[config.mk]
export PLATFORM = sky130hd
export DESIGN_NAME = circ_addr_gen
export DESIGN_NICKNAME = d
export VERILOG_FILES = /design/src/rtl/cbuf_pkg.sv /design/src/rtl/cbuf_wrap.sv /design/src/rtl/cbuf_brev.sv /design/src/rtl/cbuf_regs.sv /design/src/rtl/circ_addr_gen.sv
export SDC_FILE = /design/constraint.sdc
export NUM_CORES = 1
export LEC_CHECK = 0
export ABC_CLOCK_PERIOD_IN_PS = 5950
export BUFFER_PORTS_ARGS = -buffer_cell sky130_fd_sc_hd__buf_2
export CAP_MARGIN = 20
export CORE_AREA = 2 2 146 106
export DETAILED_ROUTE_END_ITERATION = 8
export DIE_AREA = 0 0 148 108
export PLACE_DENSITY_LB_ADDON = 0.05
export SLEW_MARGIN = 10
export SYNTH_ARGS = -nofsm -noshare
export SYNTH_HDL_FRONTEND = slang
export SYNTH_HIERARCHICAL = 1
export SYNTH_SLANG_ARGS = --single-unit
[constraint.sdc]
create_clock -name clk -period 5.95 [get_ports clk]
set_input_delay 0.2975 -clock clk [delete_from_list [all_inputs] [get_ports clk]]
set_output_delay 0.2975 -clock clk [all_outputs]
set_load 0.005 [all_outputs]
[src/rtl/cbuf_pkg.sv]
package cbuf_pkg;
  typedef enum logic [1:0] {
    SEL_BASE = 2'd0,
    SEL_LEN  = 2'd1,
    SEL_STEP = 2'd2,
    SEL_IDX  = 2'd3
  } cbuf_sel_e;
endpackage

[src/rtl/cbuf_wrap.sv]
// Next-position computation: add the signed step, then fold into the window.
module cbuf_wrap #(
  parameter int AW = 16
) (
  input  logic [AW-1:0] idx,
  input  logic [AW-1:0] base,
  input  logic [AW-1:0] len,
  input  logic [AW-1:0] step,
  output logic [AW-1:0] nxt
);
  localparam int EW = AW + 2;

  logic signed [EW-1:0] sum;
  logic signed [EW-1:0] hi_lim;
  logic signed [EW-1:0] lo_lim;
  logic signed [EW-1:0] len_x;
  logic signed [EW-1:0] res;

  always_comb begin
    len_x  = $signed({2'b00, len});
    lo_lim = $signed({2'b00, base});
    hi_lim = lo_lim + len_x;
    sum    = $signed({2'b00, idx}) + $signed({{2{step[AW-1]}}, step});
    if (len == '0)
      res = sum;
    else if (sum >= hi_lim)
      res = sum - len_x;
    else if (sum < lo_lim)
      res = sum + len_x;
    else
      res = sum;
    nxt = res[AW-1:0];
  end
endmodule

[src/rtl/cbuf_brev.sv]
// Mirror the low RB bits of the offset from the window start.
module cbuf_brev #(
  parameter int AW = 16,
  parameter int RB = 4
) (
  input  logic [AW-1:0] idx,
  input  logic [AW-1:0] base,
  output logic [AW-1:0] addr
);
  logic [AW-1:0] off;
  logic [RB-1:0] rev;
  logic [AW-1:0] mapped;

  assign off = idx - base;

  for (genvar g = 0; g < RB; g++) begin : g_rev
    assign rev[g] = off[RB-1-g];
  end

  if (RB < AW) begin : g_keep_hi
    assign mapped = {off[AW-1:RB], rev};
  end else begin : g_all_rev
    assign mapped = rev[AW-1:0];
  end

  assign addr = base + mapped;
endmodule

[src/rtl/cbuf_regs.sv]
// Parameter registers and the running position.
module cbuf_regs
  import cbuf_pkg::*;
#(
  parameter int AW = 16
) (
  input  logic          clk,
  input  logic          rst,
  input  logic          wr_en,
  input  logic [1:0]    wr_sel,
  input  logic [AW-1:0] wr_data,
  input  logic          adv,
  input  logic [AW-1:0] nxt_idx,
  output logic [AW-1:0] base_q,
  output logic [AW-1:0] len_q,
  output logic [AW-1:0] step_q,
  output logic [AW-1:0] idx_q
);
  always_ff @(posedge clk) begin
    if (rst) begin
      base_q <= '0;
      len_q  <= '0;
      step_q <= AW'(1);
      idx_q  <= '0;
    end else begin
      if (adv) idx_q <= nxt_idx;
      if (wr_en) begin
        case (cbuf_sel_e'(wr_sel))
          SEL_BASE: begin
            base_q <= wr_data;
            idx_q  <= wr_data;
          end
          SEL_LEN:  len_q  <= wr_data;
          SEL_STEP: step_q <= wr_data;
          SEL_IDX:  idx_q  <= wr_data;
          default:  ;
        endcase
      end
    end
  end


  idle_hold_chk: assert property (@(posedge clk) disable iff (rst)
    (!adv && !wr_en) |=> $stable(idx_q));


  base_reload_chk: assert property (@(posedge clk) disable iff (rst)
    (wr_en && wr_sel == 2'd0) |=> (idx_q == $past(wr_data) && base_q == $past(wr_data)));


  step_write_chk: assert property (@(posedge clk) disable iff (rst)
    (wr_en && wr_sel == 2'd2) |=> (step_q == $past(wr_data)));
endmodule

[src/rtl/circ_addr_gen.sv]
module circ_addr_gen #(
  parameter int AW      = 16,
  parameter int BR_BITS = 4
) (
  input  logic          clk,
  input  logic          rst,
  input  logic          wr_en,
  input  logic [1:0]    wr_sel,
  input  logic [AW-1:0] wr_data,
  input  logic          step_req,
  input  logic          brev_en,
  output logic [AW-1:0] addr_out,
  output logic          addr_valid
);
  logic [AW-1:0] base_q, len_q, step_q, idx_q;
  logic [AW-1:0] nxt_idx, brev_addr;

  cbuf_regs #(.AW(AW)) u_regs (
    .clk(clk), .rst(rst), .wr_en(wr_en), .wr_sel(wr_sel), .wr_data(wr_data),
    .adv(step_req), .nxt_idx(nxt_idx),
    .base_q(base_q), .len_q(len_q), .step_q(step_q), .idx_q(idx_q)
  );

  cbuf_wrap #(.AW(AW)) u_wrap (
    .idx(idx_q), .base(base_q), .len(len_q), .step(step_q), .nxt(nxt_idx)
  );

  cbuf_brev #(.AW(AW), .RB(BR_BITS)) u_brev (
    .idx(idx_q), .base(base_q), .addr(brev_addr)
  );

  always_ff @(posedge clk) begin
    if (rst) begin
      addr_out   <= '0;
      addr_valid <= 1'b0;
    end else begin
      addr_valid <= step_req;
      if (step_req) addr_out <= brev_en ? brev_addr : idx_q;
    end
  end

  // Window-membership helpers for checking.
  logic [AW:0]   win_end;
  logic          in_win;
  logic [AW-1:0] step_mag;
  assign win_end  = {1'b0, base_q} + {1'b0, len_q};
  assign in_win   = (len_q != '0) && (idx_q >= base_q) && ({1'b0, idx_q} < win_end);
  assign step_mag = step_q[AW-1] ? (~step_q + AW'(1)) : step_q;


  stay_in_window_chk: assert property (@(posedge clk) disable iff (rst)
    (step_req && !wr_en && in_win && step_mag <= len_q) |=> in_win);


  valid_pulse_chk: assert property (@(posedge clk) disable iff (rst)
    step_req |=> addr_valid);


  addr_hold_chk: assert property (@(posedge clk) disable iff (rst)
    !step_req |=> (!addr_valid && $stable(addr_out)));
endmodule

==> flow_metrics.py, run 1 <==
metrics = {
    "global_route": {
        "grt_pass1_wl_mm": 39.3,
        "antenna_found_initial": 0,
        "grt_max_degree": 83,
        "grt_pass1_vias": 7439,
        "overflow": 0,
        "grt_usage": 0.304,
    },
    "sta": {
        "hold_viol_final": 0,
        "setup_viol": 0,
        "slew_violations": 0,
        "worst_slew_pin_slew_ns": 1.09,
        "setup_tns_ns": 0,
        "period_needed_ns": 5.48,
        "rsz0062_at_grt": "false",
        "skew_ns": 0.00862,
        "period_share": 0.921,
        "max_freq_ghz": 0.182,
        "slew_headroom": 0.271,
    },
    "final_layout": {
        "multi_input_area_um2": 6890,
        "mostFrequentLayoutCell": "ha_1",
        "layout_common_cells": "ha_1, a21oi_1, inv_1, dfxtp_1, nor2_1",
        "fillers": 1302,
        "num_antenna_cells": 0,
        "finalNetCount": 1293,
        "instances_no_fill": 1340,
        "drive_gt1_frac": 0.114,
        "syn_to_final_growth_pct": 6.11,
        "final-seq-area_um2": 1620,
        "utilization": 0.672,
    },
    "worst_setup_path": {
        "critical_path_required_ns": 6.13,
        "cp_max_fo": 16,
        "crit_cells": 26,
        "critPathArrivalTime_ns": 5.66,
        "path_delay_family": "compound AO/OA/AOI/OAI gates",
        "critPathBufInv": 0,
        "end_kind": "flop",
        "slowest_stage": "o31a_4",
        "worst_r2r_path_depth": 26,
        "r2r_slack_ns": 0.47,
        "crit_path_max_incr_delay_ns": 0.43,
        "path_class": "flop to flop",
        "cp-start-kind": "flop",
    },
    "synth": {
        "ys_types": 87,
        "async_flop_share": 0,
        "syn_area_per_cell_um2": 8.07,
        "syn-instance-count": 1134,
        "syn-cell-area_um2": 9150,
        "yosysWarnings": 6,
        "yosys_most_used_dff": "dfxtp_1",
        "ys_seq_area_frac": 0.177,
        "syn-num-nets": 1287,
        "ys_seq_elements": 81,
        "synth_edf_count": 0,
    },
    "clocking": {
        "clockBufferDepth": 2,
        "post_cts_buffers": 0,
        "cts_resized": 0,
        "cts_buffers": 9,
        "cts_hold_buf": 0,
        "cts_sinks": 81,
        "clock_latency_ns": 0.34,
        "cts_tree": "built",
        "path_clk_slew_ns": 0.07,
        "cts_root_buf": "clkbuf_16",
        "htree_levels": 3,
    },
    "floorplan": {
        "io_pins": 40,
        "dieArea_um2": 16000,
        "die_w_um": 148,
        "fp.dieH_um": 108,
        "start_util": 0.633,
        "core_um2": 14400,
        "rows": 37,
    },
    "pwr": {
        "seqPwrFrac": 0.193,
        "p_int_w": 0.00189,
        "p_per_area_nw_per_um2": 363,
        "power.switching_w": 0.00163,
        "p_leak_nw": 4.27,
        "power.clock.fraction": 0.166,
        "p_total_w": 0.00352,
        "p_comb_frac": 0.641,
        "ir_drop_mv": 0.248,
        "swShare": 0.463,
    },
    "outcome": {
        "status": "complete, no violations",
    },
    "placement": {
        "gp_congestion": 0.902,
        "place.detailed.hpwl_mm": 18.4,
        "dp_cells": 1321,
        "port_buffers": 39,
    },
    "routing": {
        "first_pass_iters": 5,
        "routed_wl_mm": 24.1,
        "viasPerCell": 6.22,
        "wl_per_cell_um": 18.0,
        "dr.first_iter.drc_count": 695,
        "ant_nets": 0,
        "vias": 8338,
        "drc": 0,
    },
    "hold_path": {
        "hold_path_depth": 3,
        "hold_path.class": "input pin to flop",
    },
    "flow_run": {
        "drv_cap": 0,
    },
}
-- final cells by class --
type | count | share of cell area
clock buffers | 9 | 0.0232
clock inverters | 7 | 0.00838
inverters | 92 | 0.0356
multi-input cells | 906 | 0.710
flip-flops and latches | 81 | 0.167
well taps | 195 | 0.0251
repair buffers | 50 | 0.0308
-- power groups by stage --
stage | clock (W) | sequential [W] | combinational [W]
4_1_cts | 0.000594 | 0.000680 | 0.00221
3_3_place_gp | 0 | 0.000692 | 0.00216
3_5_place_dp | 0 | 0.000693 | 0.00219
6_report | 0.000586 | 0.000679 | 0.00226
5_1_grt | 0.000620 | 0.000685 | 0.00251
2_1_floorplan | 0 | 0.000658 | 0.00179
-- worst paths after layout --
kind                                              startpoint                             to
worst max-delay path            u_regs/len_q[0]$_SDFFE_PP0P_     u_regs/idx_q[3]$_SDFF_PP0_
worst min-delay path                              wr_data[1]  u_regs/step_q[1]$_SDFFE_PP0P_
worst max register to register  u_regs/len_q[0]$_SDFFE_PP0P_     u_regs/idx_q[3]$_SDFF_PP0_
worst min register to register     addr_out[11]$_SDFFE_PP0P_      addr_out[11]$_SDFFE_PP0P_
-- synthesized netlist by cell type, drive strengths merged, types with 4 or more instances --
library cell  number  share of area
inv               92          0.038
a31oi              9         0.0062
nand4              6         0.0041
and3               5         0.0040
clkbuf            23         0.0094
o211ai             8         0.0066
and2               6         0.0044
o221ai             7         0.0074
nand2b            12         0.0082
buf               32          0.023
fa                 6          0.013
dfxtp             81           0.18
o21ai             38          0.023
o31ai              7         0.0063
nor2b             19          0.013
nor4               6         0.0041
a21bo             47          0.051
o21bai            15          0.013
ha               124           0.17
or3                8         0.0055
a211oi            46          0.045
o31a               4         0.0048
xor2              15          0.014
xnor2             38          0.036
o21a              16          0.013
nor3              24          0.014
nand2             40          0.018
nor3b             18          0.015
nand3b             4         0.0033
or4                4         0.0033
mux2i             36          0.039
nand3             66          0.036
a21o              19          0.016
nor2              75          0.031
o22ai             11          0.010
a21oi            123          0.069
-- logic make-up (layout without fill, tap and decap cells) --
logic type                 after synthesis  in the layout  synth area share
muxes                                   36             36            0.0394
and+or+nand+nor                        306            306             0.176
adders and majority gates              132            132             0.185
AOI/OAI and AO/OA                      379            379             0.301
buffers and inverters                  147            158            0.0706
DFF                                     81             81             0.177
xor gates and xnor gates                53             53            0.0507
-- registers in the layout, summed over array words and instances (netlist names) --
name and count:
addr_out 16, u_regs/base_q 16, u_regs/idx_q 16, u_regs/len_q 16
u_regs/step_q 16, addr_valid 1
-- routing by layer --
metal / vias up / global-route usage / share of wire
li1: 4166 / - / -
met1: 3896 / 0.452 / 0.50
met2: 244 / 0.462 / 0.42
met3: 32 / 0.0494 / 0.064
met4: 0 / 0.0653 / 0.018
met5: - / 0 / 0
-- worst reg2reg max path, cell delays in order (launching register included) --
cell	delay (ns)
dfxtp_1	0.36
ha_1	0.24
fa_1	0.41
a21o_1	0.18
a21oi_1	0.21
o21bai_1	0.09
a21oi_1	0.21
o21bai_1	0.08
a21oi_1	0.27
nor2b_1	0.11
o21ai_0	0.31
nor2b_1	0.20
xor2_1	0.16
ha_1	0.26
o21ai_0	0.08
nor2_1	0.06
nor2_1	0.08
nand2_1	0.07
maj3_2	0.32
a221oi_2	0.30
o221ai_2	0.15
and2_4	0.17
o31a_4	0.43
o21ai_0	0.27
nor3_1	0.07
mux2i_1	0.14
a211oi_1	0.09
-- stage by stage --
step / setup WS, ns / hold WS, ns / instance area [um2]
after detailed placement: 0.280 / 0.475 / 9360
after floorplan: 1.04 / 0.445 / 9150
after CTS: 0.248 / 0.233 / 9660
after global routing: 0.0473 / 0.251 / 9710
final: 0.469 / 0.248 / 9710
after global placement: 0.455 / 0.474 / 9360
Note: power is estimated with default switching activity, not from simulation.
==> run 2: changes to the inputs <==
--- a/config.mk
+++ b/config.mk
@@ -11,7 +11,7 @@
 export CORE_AREA = 2 2 146 106
 export DETAILED_ROUTE_END_ITERATION = 8
 export DIE_AREA = 0 0 148 108
-export PLACE_DENSITY_LB_ADDON = 0.05
+export PLACE_DENSITY = 0.9
 export SLEW_MARGIN = 10
 export SYNTH_ARGS = -nofsm -noshare
 export SYNTH_HDL_FRONTEND = slang
==> run 2 against run 1 <==
Worst hold slack lost 0.0048 ns; final cell count is 0.37% lower; sequential cell count did not move; non-clock buffer count fell by 5; global-route usage increased by 1.7 points; maximum frequency fell by 2.3%; largest power group unchanged; design area decreased by 0.44%; die area is the same; critical path depth shrank 4; register-to-register slack lost 0.13 ns.
==> flow_metrics.py, run 2 (synthesis gave the netlist of run 1 again) <==
metrics = {
    "hold_path": {
        "hold_path.class": "input pin to flop",
        "hold_path_depth": 3,
    },
    "sta": {
        "slew_violations": 0,
        "max_freq_ghz": 0.178,
        "rsz0062_at_grt": "false",
        "holdWs_ns": 0.243,
        "slew_headroom": 0.271,
        "period_needed_ns": 5.61,
        "period_share": 0.943,
        "hold_viol_final": 0,
        "setup_tns_ns": 0,
        "fin_ws_ns": 0.337,
        "skew_ns": 0.00695,
        "setup_viol": 0,
        "worst_slew_pin_slew_ns": 1.09,
    },
    "outcome": {
        "status": "complete, no violations",
    },
    "clocking": {
        "cts_root_buf": "clkbuf_16",
        "cts_sinks": 81,
        "clockBufferDepth": 2,
        "cts_hold_buf": 0,
        "htree_levels": 3,
        "clock_latency_ns": 0.34,
        "cts_tree": "built",
        "path_clk_slew_ns": 0.07,
        "cts_buffers": 9,
    },
    "floorplan": {
        "start_util": 0.633,
        "rows": 37,
        "die_w_um": 148,
        "dieArea_um2": 16000,
        "fp.dieH_um": 108,
        "core_um2": 14400,
        "io_pins": 40,
    },
    "pwr": {
        "p_per_area_nw_per_um2": 363,
        "ir_drop_mv": 0.279,
        "p_leak_nw": 4.24,
    },
    "routing": {
        "vias": 8807,
        "viasPerCell": 6.60,
        "drc": 0,
        "first_pass_iters": 5,
        "wl_per_cell_um": 19.3,
        "routed_wl_mm": 25.7,
        "dr.first_iter.drc_count": 923,
        "ant_nets": 0,
    },
    "global_route": {
        "grt_usage": 0.321,
        "grt_pass1_vias": 8097,
        "grt_max_degree": 114,
        "overflow": 0,
        "grt_pass1_wl_mm": 41.6,
        "antenna_found_initial": 0,
    },
    "final_layout": {
        "mostFrequentLayoutCell": "ha_1",
        "finalNetCount": 1288,
        "layout_common_cells": "ha_1, a21oi_1, inv_1, dfxtp_1, nor2_1",
        "num_antenna_cells": 0,
        "utilization": 0.669,
        "drive_gt1_frac": 0.111,
        "instances_no_fill": 1335,
        "syn_to_final_growth_pct": 5.65,
        "fillers": 1161,
    },
    "placement": {
        "port_buffers": 39,
        "gp_congestion": 0.956,
        "pre_cts_slack_ns": 0.283,
        "dp_cells": 1315,
        "place.detailed.hpwl_mm": 18.6,
    },
    "worst_setup_path": {
        "crit_chain": "ha_1 > o21ai_0 > o21ai_0 > and2_1 > nor2_1 > xnor2_1 > ha_1 > a21oi_1 > o21ai_0 > nor3_1 > a21oi_1 > maj3_1 > a21oi_1 > o21a_1 > a21oi_1 > nor3_2 > a31oi_2 > buf_6 > o221ai_1 > a22o_1 > mux2i_1 > a211oi_1",
        "cp_common_cell": "a21oi_1",
        "worst_r2r_path_depth": 22,
        "cp_max_fo": 12,
        "slowest_stage": "o21ai_0",
        "critPathArrivalTime_ns": 5.87,
        "critical_path_required_ns": 6.20,
        "cp-start-kind": "flop",
        "end_kind": "flop",
        "crit_path_max_incr_delay_ns": 0.56,
        "path_class": "flop to flop",
    },
    "flow_run": {
        "drv_cap": 0,
    },
}
[run 2: changes by cell type in the layout (fill, tap and decap cells not counted), sizes merged]
cell	delta
clkinv	+2
inv	-3
clkinvlp	+1
buf	-5
clkbuf	+1
bufinv	-1
[run 2: through the flow]
step	area [um2]	power, W
floorplan	9150	0.00245
detailed placement	9310	0.00287
global route	9670	0.00377
global placement	9310	0.00279
CTS	9590	0.00343
finish	9670	0.00351
[run 2: worst paths after layout]
path                                   end                        from  slack (ns)
max reg2reg     u_regs/idx_q[2]$_SDFF_PP0_  u_regs/idx_q[3]$_SDFF_PP0_        0.34
min reg2reg       addr_out[7]$_SDFFE_PP0P_    addr_out[7]$_SDFFE_PP0P_        0.48
min          u_regs/len_q[14]$_SDFFE_PP0P_                 wr_data[14]        0.24
max             u_regs/idx_q[2]$_SDFF_PP0_  u_regs/idx_q[3]$_SDFF_PP0_        0.34
[run 2: cell type report]
class                           instances  area (um2)  share of cell area
Inverter                               92         345              0.0357
Tap cell                              195         244              0.0252
Clock buffer                           10         239              0.0247
Timing Repair Buffer                   45         282              0.0291
Multi-Input combinational cell        906        6890               0.713
Clock inverter                          6        42.5             0.00440
Sequential cell                        81        1620               0.168
[run 2: where the power goes]
group / leakage, nW / total [W] / internal [W] / switching (W)
Sequential: 0.664 / 0.000678 / 0.000601 / 0.0000766
Clock: 0.135 / 0.000539 / 0.000295 / 0.000244
Combinational: 3.44 / 0.00229 / 0.000953 / 0.00134
Total: 4.24 / 0.00351 / 0.00185 / 0.00166
[run 2: what timing repair did]
| item | CTS | global route |
|---|---|---|
| resized for setup | 0 | 2 |
| setup buffers | 0 | 0 |
| setup endpoints to repair | 0 | 14 |
[run 2: layer usage]
layer | global-route usage | wire length (um) | part of all wire
met1 | 0.457 | 11500 | 0.45
met5 | 0 | 0 | 0
met2 | 0.489 | 11100 | 0.43
met3 | 0.0536 | 2340 | 0.091
met4 | 0.116 | 777 | 0.030
[run 2: critical path: cells and delay by family (launching register included)]
| kind | cells | cell delay (ns) |
|---|---|---|
| adder cells (fa/ha/maj) | 3 | 1.13 |
| multiplexers | 1 | 0.06 |
| buffers and inverters | 1 | 0.26 |
| XOR/XNOR | 1 | 0.40 |
| AND/OR/NAND/NOR | 4 | 0.83 |
| flip-flops | 1 | 0.39 |
| AO/OA/AOI/OAI | 12 | 2.46 |
==> run 3: changes to the inputs <==
--- a/config.mk
+++ b/config.mk
@@ -8,10 +8,12 @@
 export ABC_CLOCK_PERIOD_IN_PS = 5950
 export BUFFER_PORTS_ARGS = -buffer_cell sky130_fd_sc_hd__buf_2
 export CAP_MARGIN = 20
-export CORE_AREA = 2 2 146 106
+export CORE_AREA = 2 2 158 113
+export CTS_BUF_LIST = sky130_fd_sc_hd__clkbuf_8
+export CTS_CLUSTER_DIAMETER = 80
 export DETAILED_ROUTE_END_ITERATION = 8
-export DIE_AREA = 0 0 148 108
-export PLACE_DENSITY = 0.9
+export DIE_AREA = 0 0 160 115
+export PLACE_DENSITY = 0.81
 export SLEW_MARGIN = 10
 export SYNTH_ARGS = -nofsm -noshare
 export SYNTH_HDL_FRONTEND = slang
==> run 3 against run 2 <==
Final cell count is 2.7% higher; via count down 2.3%; worst setup slack improved by 0.075 ns; die area rose by 15%; core utilization decreased by 10 points; sequential power barely moved; first-iteration DRC count rose by 12%; count of clock-buffer cells in the layout is the same; sequential cell count stayed put.
==> flow_metrics.py, run 3 (synthesis gave the netlist of run 1 again) <==
metrics = {
    "outcome": {
        "status": "complete, no violations",
    },
    "clocking": {
        "cts_sinks": 81,
        "cts_resized": 0,
        "cts_tree": "built",
        "path_clk_slew_ns": 0.09,
        "cts_root_buf": "clkbuf_8",
        "post_cts_buffers": 0,
        "cts_hold_buf": 0,
        "cts_buffers": 9,
        "clock_latency_ns": 0.36,
        "htree_levels": 3,
        "clockBufferDepth": 2,
    },
    "sta": {
        "period_share": 0.931,
        "hold_viol_final": 0,
        "worst_slew_pin_slew_ns": 1.09,
        "period_needed_ns": 5.54,
        "setup_tns_ns": 0,
        "setup_viol": 0,
        "max_freq_ghz": 0.181,
        "rsz0062_at_grt": "false",
        "slew_headroom": 0.273,
        "slew_violations": 0,
        "skew_ns": 0.0107,
    },
    "routing": {
        "vias": 8601,
        "first_pass_iters": 6,
        "drc": 0,
        "ant_nets": 0,
        "wl_per_cell_um": 17.8,
        "dr.first_iter.drc_count": 1030,
        "viasPerCell": 6.27,
        "routed_wl_mm": 24.4,
    },
    "floorplan": {
        "fp.dieH_um": 115,
        "rows": 40,
        "core_um2": 16900,
        "io_pins": 40,
        "start_util": 0.541,
        "die_w_um": 160,
        "dieArea_um2": 18400,
    },
    "final_layout": {
        "finalNetCount": 1288,
        "fillers": 1557,
        "num_antenna_cells": 0,
        "layout_common_cells": "ha_1, a21oi_1, inv_1, dfxtp_1, nor2_1",
        "utilization": 0.568,
        "mostFrequentLayoutCell": "ha_1",
        "drive_gt1_frac": 0.111,
        "multi_input_area_um2": 6890,
        "instances_no_fill": 1371,
        "final-seq-area_um2": 1620,
        "syn_to_final_growth_pct": 4.94,
    },
    "hold_path": {
        "hold_path.class": "input pin to flop",
        "worst_hold_startpoint": "wr_data[3]",
        "hold_path_depth": 3,
    },
    "global_route": {
        "grt_max_degree": 82,
        "antenna_found_initial": 0,
        "grt_pass1_wl_mm": 39.2,
        "overflow": 0,
        "grt_pass1_vias": 7437,
        "grt_usage": 0.260,
    },
    "worst_setup_path": {
        "crit_path_max_incr_delay_ns": 0.42,
        "worst_r2r_path_depth": 25,
        "path_class": "flop to flop",
        "r2r_slack_ns": 0.41,
        "slowest_stage": "fa_1",
        "cp_max_fo": 18,
        "end_kind": "flop",
        "r2r_start": "u_regs/len_q[0]$_SDFFE_PP0P_",
        "startpoint": "u_regs/len_q[0]$_SDFFE_PP0P_",
        "cp_common_cell": "a21oi_1",
        "critPathArrivalTime_ns": 5.81,
        "critical_path_required_ns": 6.22,
        "cp-start-kind": "flop",
    },
    "flow_run": {
        "drv_cap": 0,
    },
    "pwr": {
        "seqPwrFrac": 0.202,
        "power.switching_w": 0.00160,
        "power.clock.fraction": 0.125,
        "ir_drop_mv": 0.217,
        "swShare": 0.477,
        "p_total_w": 0.00336,
        "p_per_area_nw_per_um2": 350,
        "p_leak_nw": 4.19,
        "p_int_w": 0.00175,
        "p_comb_frac": 0.674,
    },
    "placement": {
        "gp_congestion": 0.966,
        "place.detailed.hpwl_mm": 18.5,
        "port_buffers": 39,
        "dp_cells": 1353,
    },
}
==> run 3: cell count changes in the layout (fill, tap and decap cells not counted), sizes merged <==
cell    before  now
bufinv       0    1
clkinv       3    2
==> run 3: final timing paths <==
check / endpoint
max reg2reg: u_regs/idx_q[10]$_SDFF_PP0_
min: u_regs/len_q[3]$_SDFFE_PP0P_
min reg2reg: addr_out[1]$_SDFFE_PP0P_
max: u_regs/idx_q[10]$_SDFF_PP0_
==> run 3: critical path: cells and delay by family, from the launching register on <==
| family | cells | cell delay [ns] |
|---|---|---|
| xor gates and xnor gates | 1 | 0.16 |
| and+or+nand+nor | 6 | 1.08 |
| AOI/OAI and AO/OA | 13 | 2.46 |
| muxes | 1 | 0.12 |
| adders and majority gates | 4 | 1.24 |
| DFF | 1 | 0.39 |
==> run 3: power by group through the flow <==
stage                     Combinational [W]  Clock [W]  Sequential (W)
final                               0.00226   0.000418        0.000677
after global placement              0.00211          0        0.000687
after global routing                0.00249   0.000446        0.000683
after floorplan                     0.00179          0        0.000658
after detailed placement            0.00218          0        0.000689
after CTS                           0.00220   0.000424        0.000676
==> run 3: stage by stage <==
stage          setup slack, ns  hold WS [ns]  cell area, um2
3_5_place_dp             0.199         0.475            9370
6_report                 0.413         0.220            9600
2_1_floorplan             1.04         0.445            9150
5_1_grt                 0.0898         0.220            9600
4_1_cts                  0.101         0.211            9570
3_3_place_gp             0.429         0.470            9370
==> run 3: per-layer routing <==
layer | global-route usage | wire, um | share of wire | vias up
met5 | 0 | 0 | 0 | -
met4 | 0.0450 | 315 | 0.013 | 0
met1 | 0.394 | 11900 | 0.49 | 3968
met2 | 0.391 | 10100 | 0.41 | 425
met3 | 0.0444 | 2170 | 0.089 | 39
li1 | - | - | - | 4169
==> run 3: area by class of cell <==
class,count,area share
multi-input combinational,906,0.718
clock inverter,6,0.00613
sequential,81,0.169
tap,231,0.0301
timing repair buffer,45,0.0265
inverter,92,0.0360
clock buffer,10,0.0143
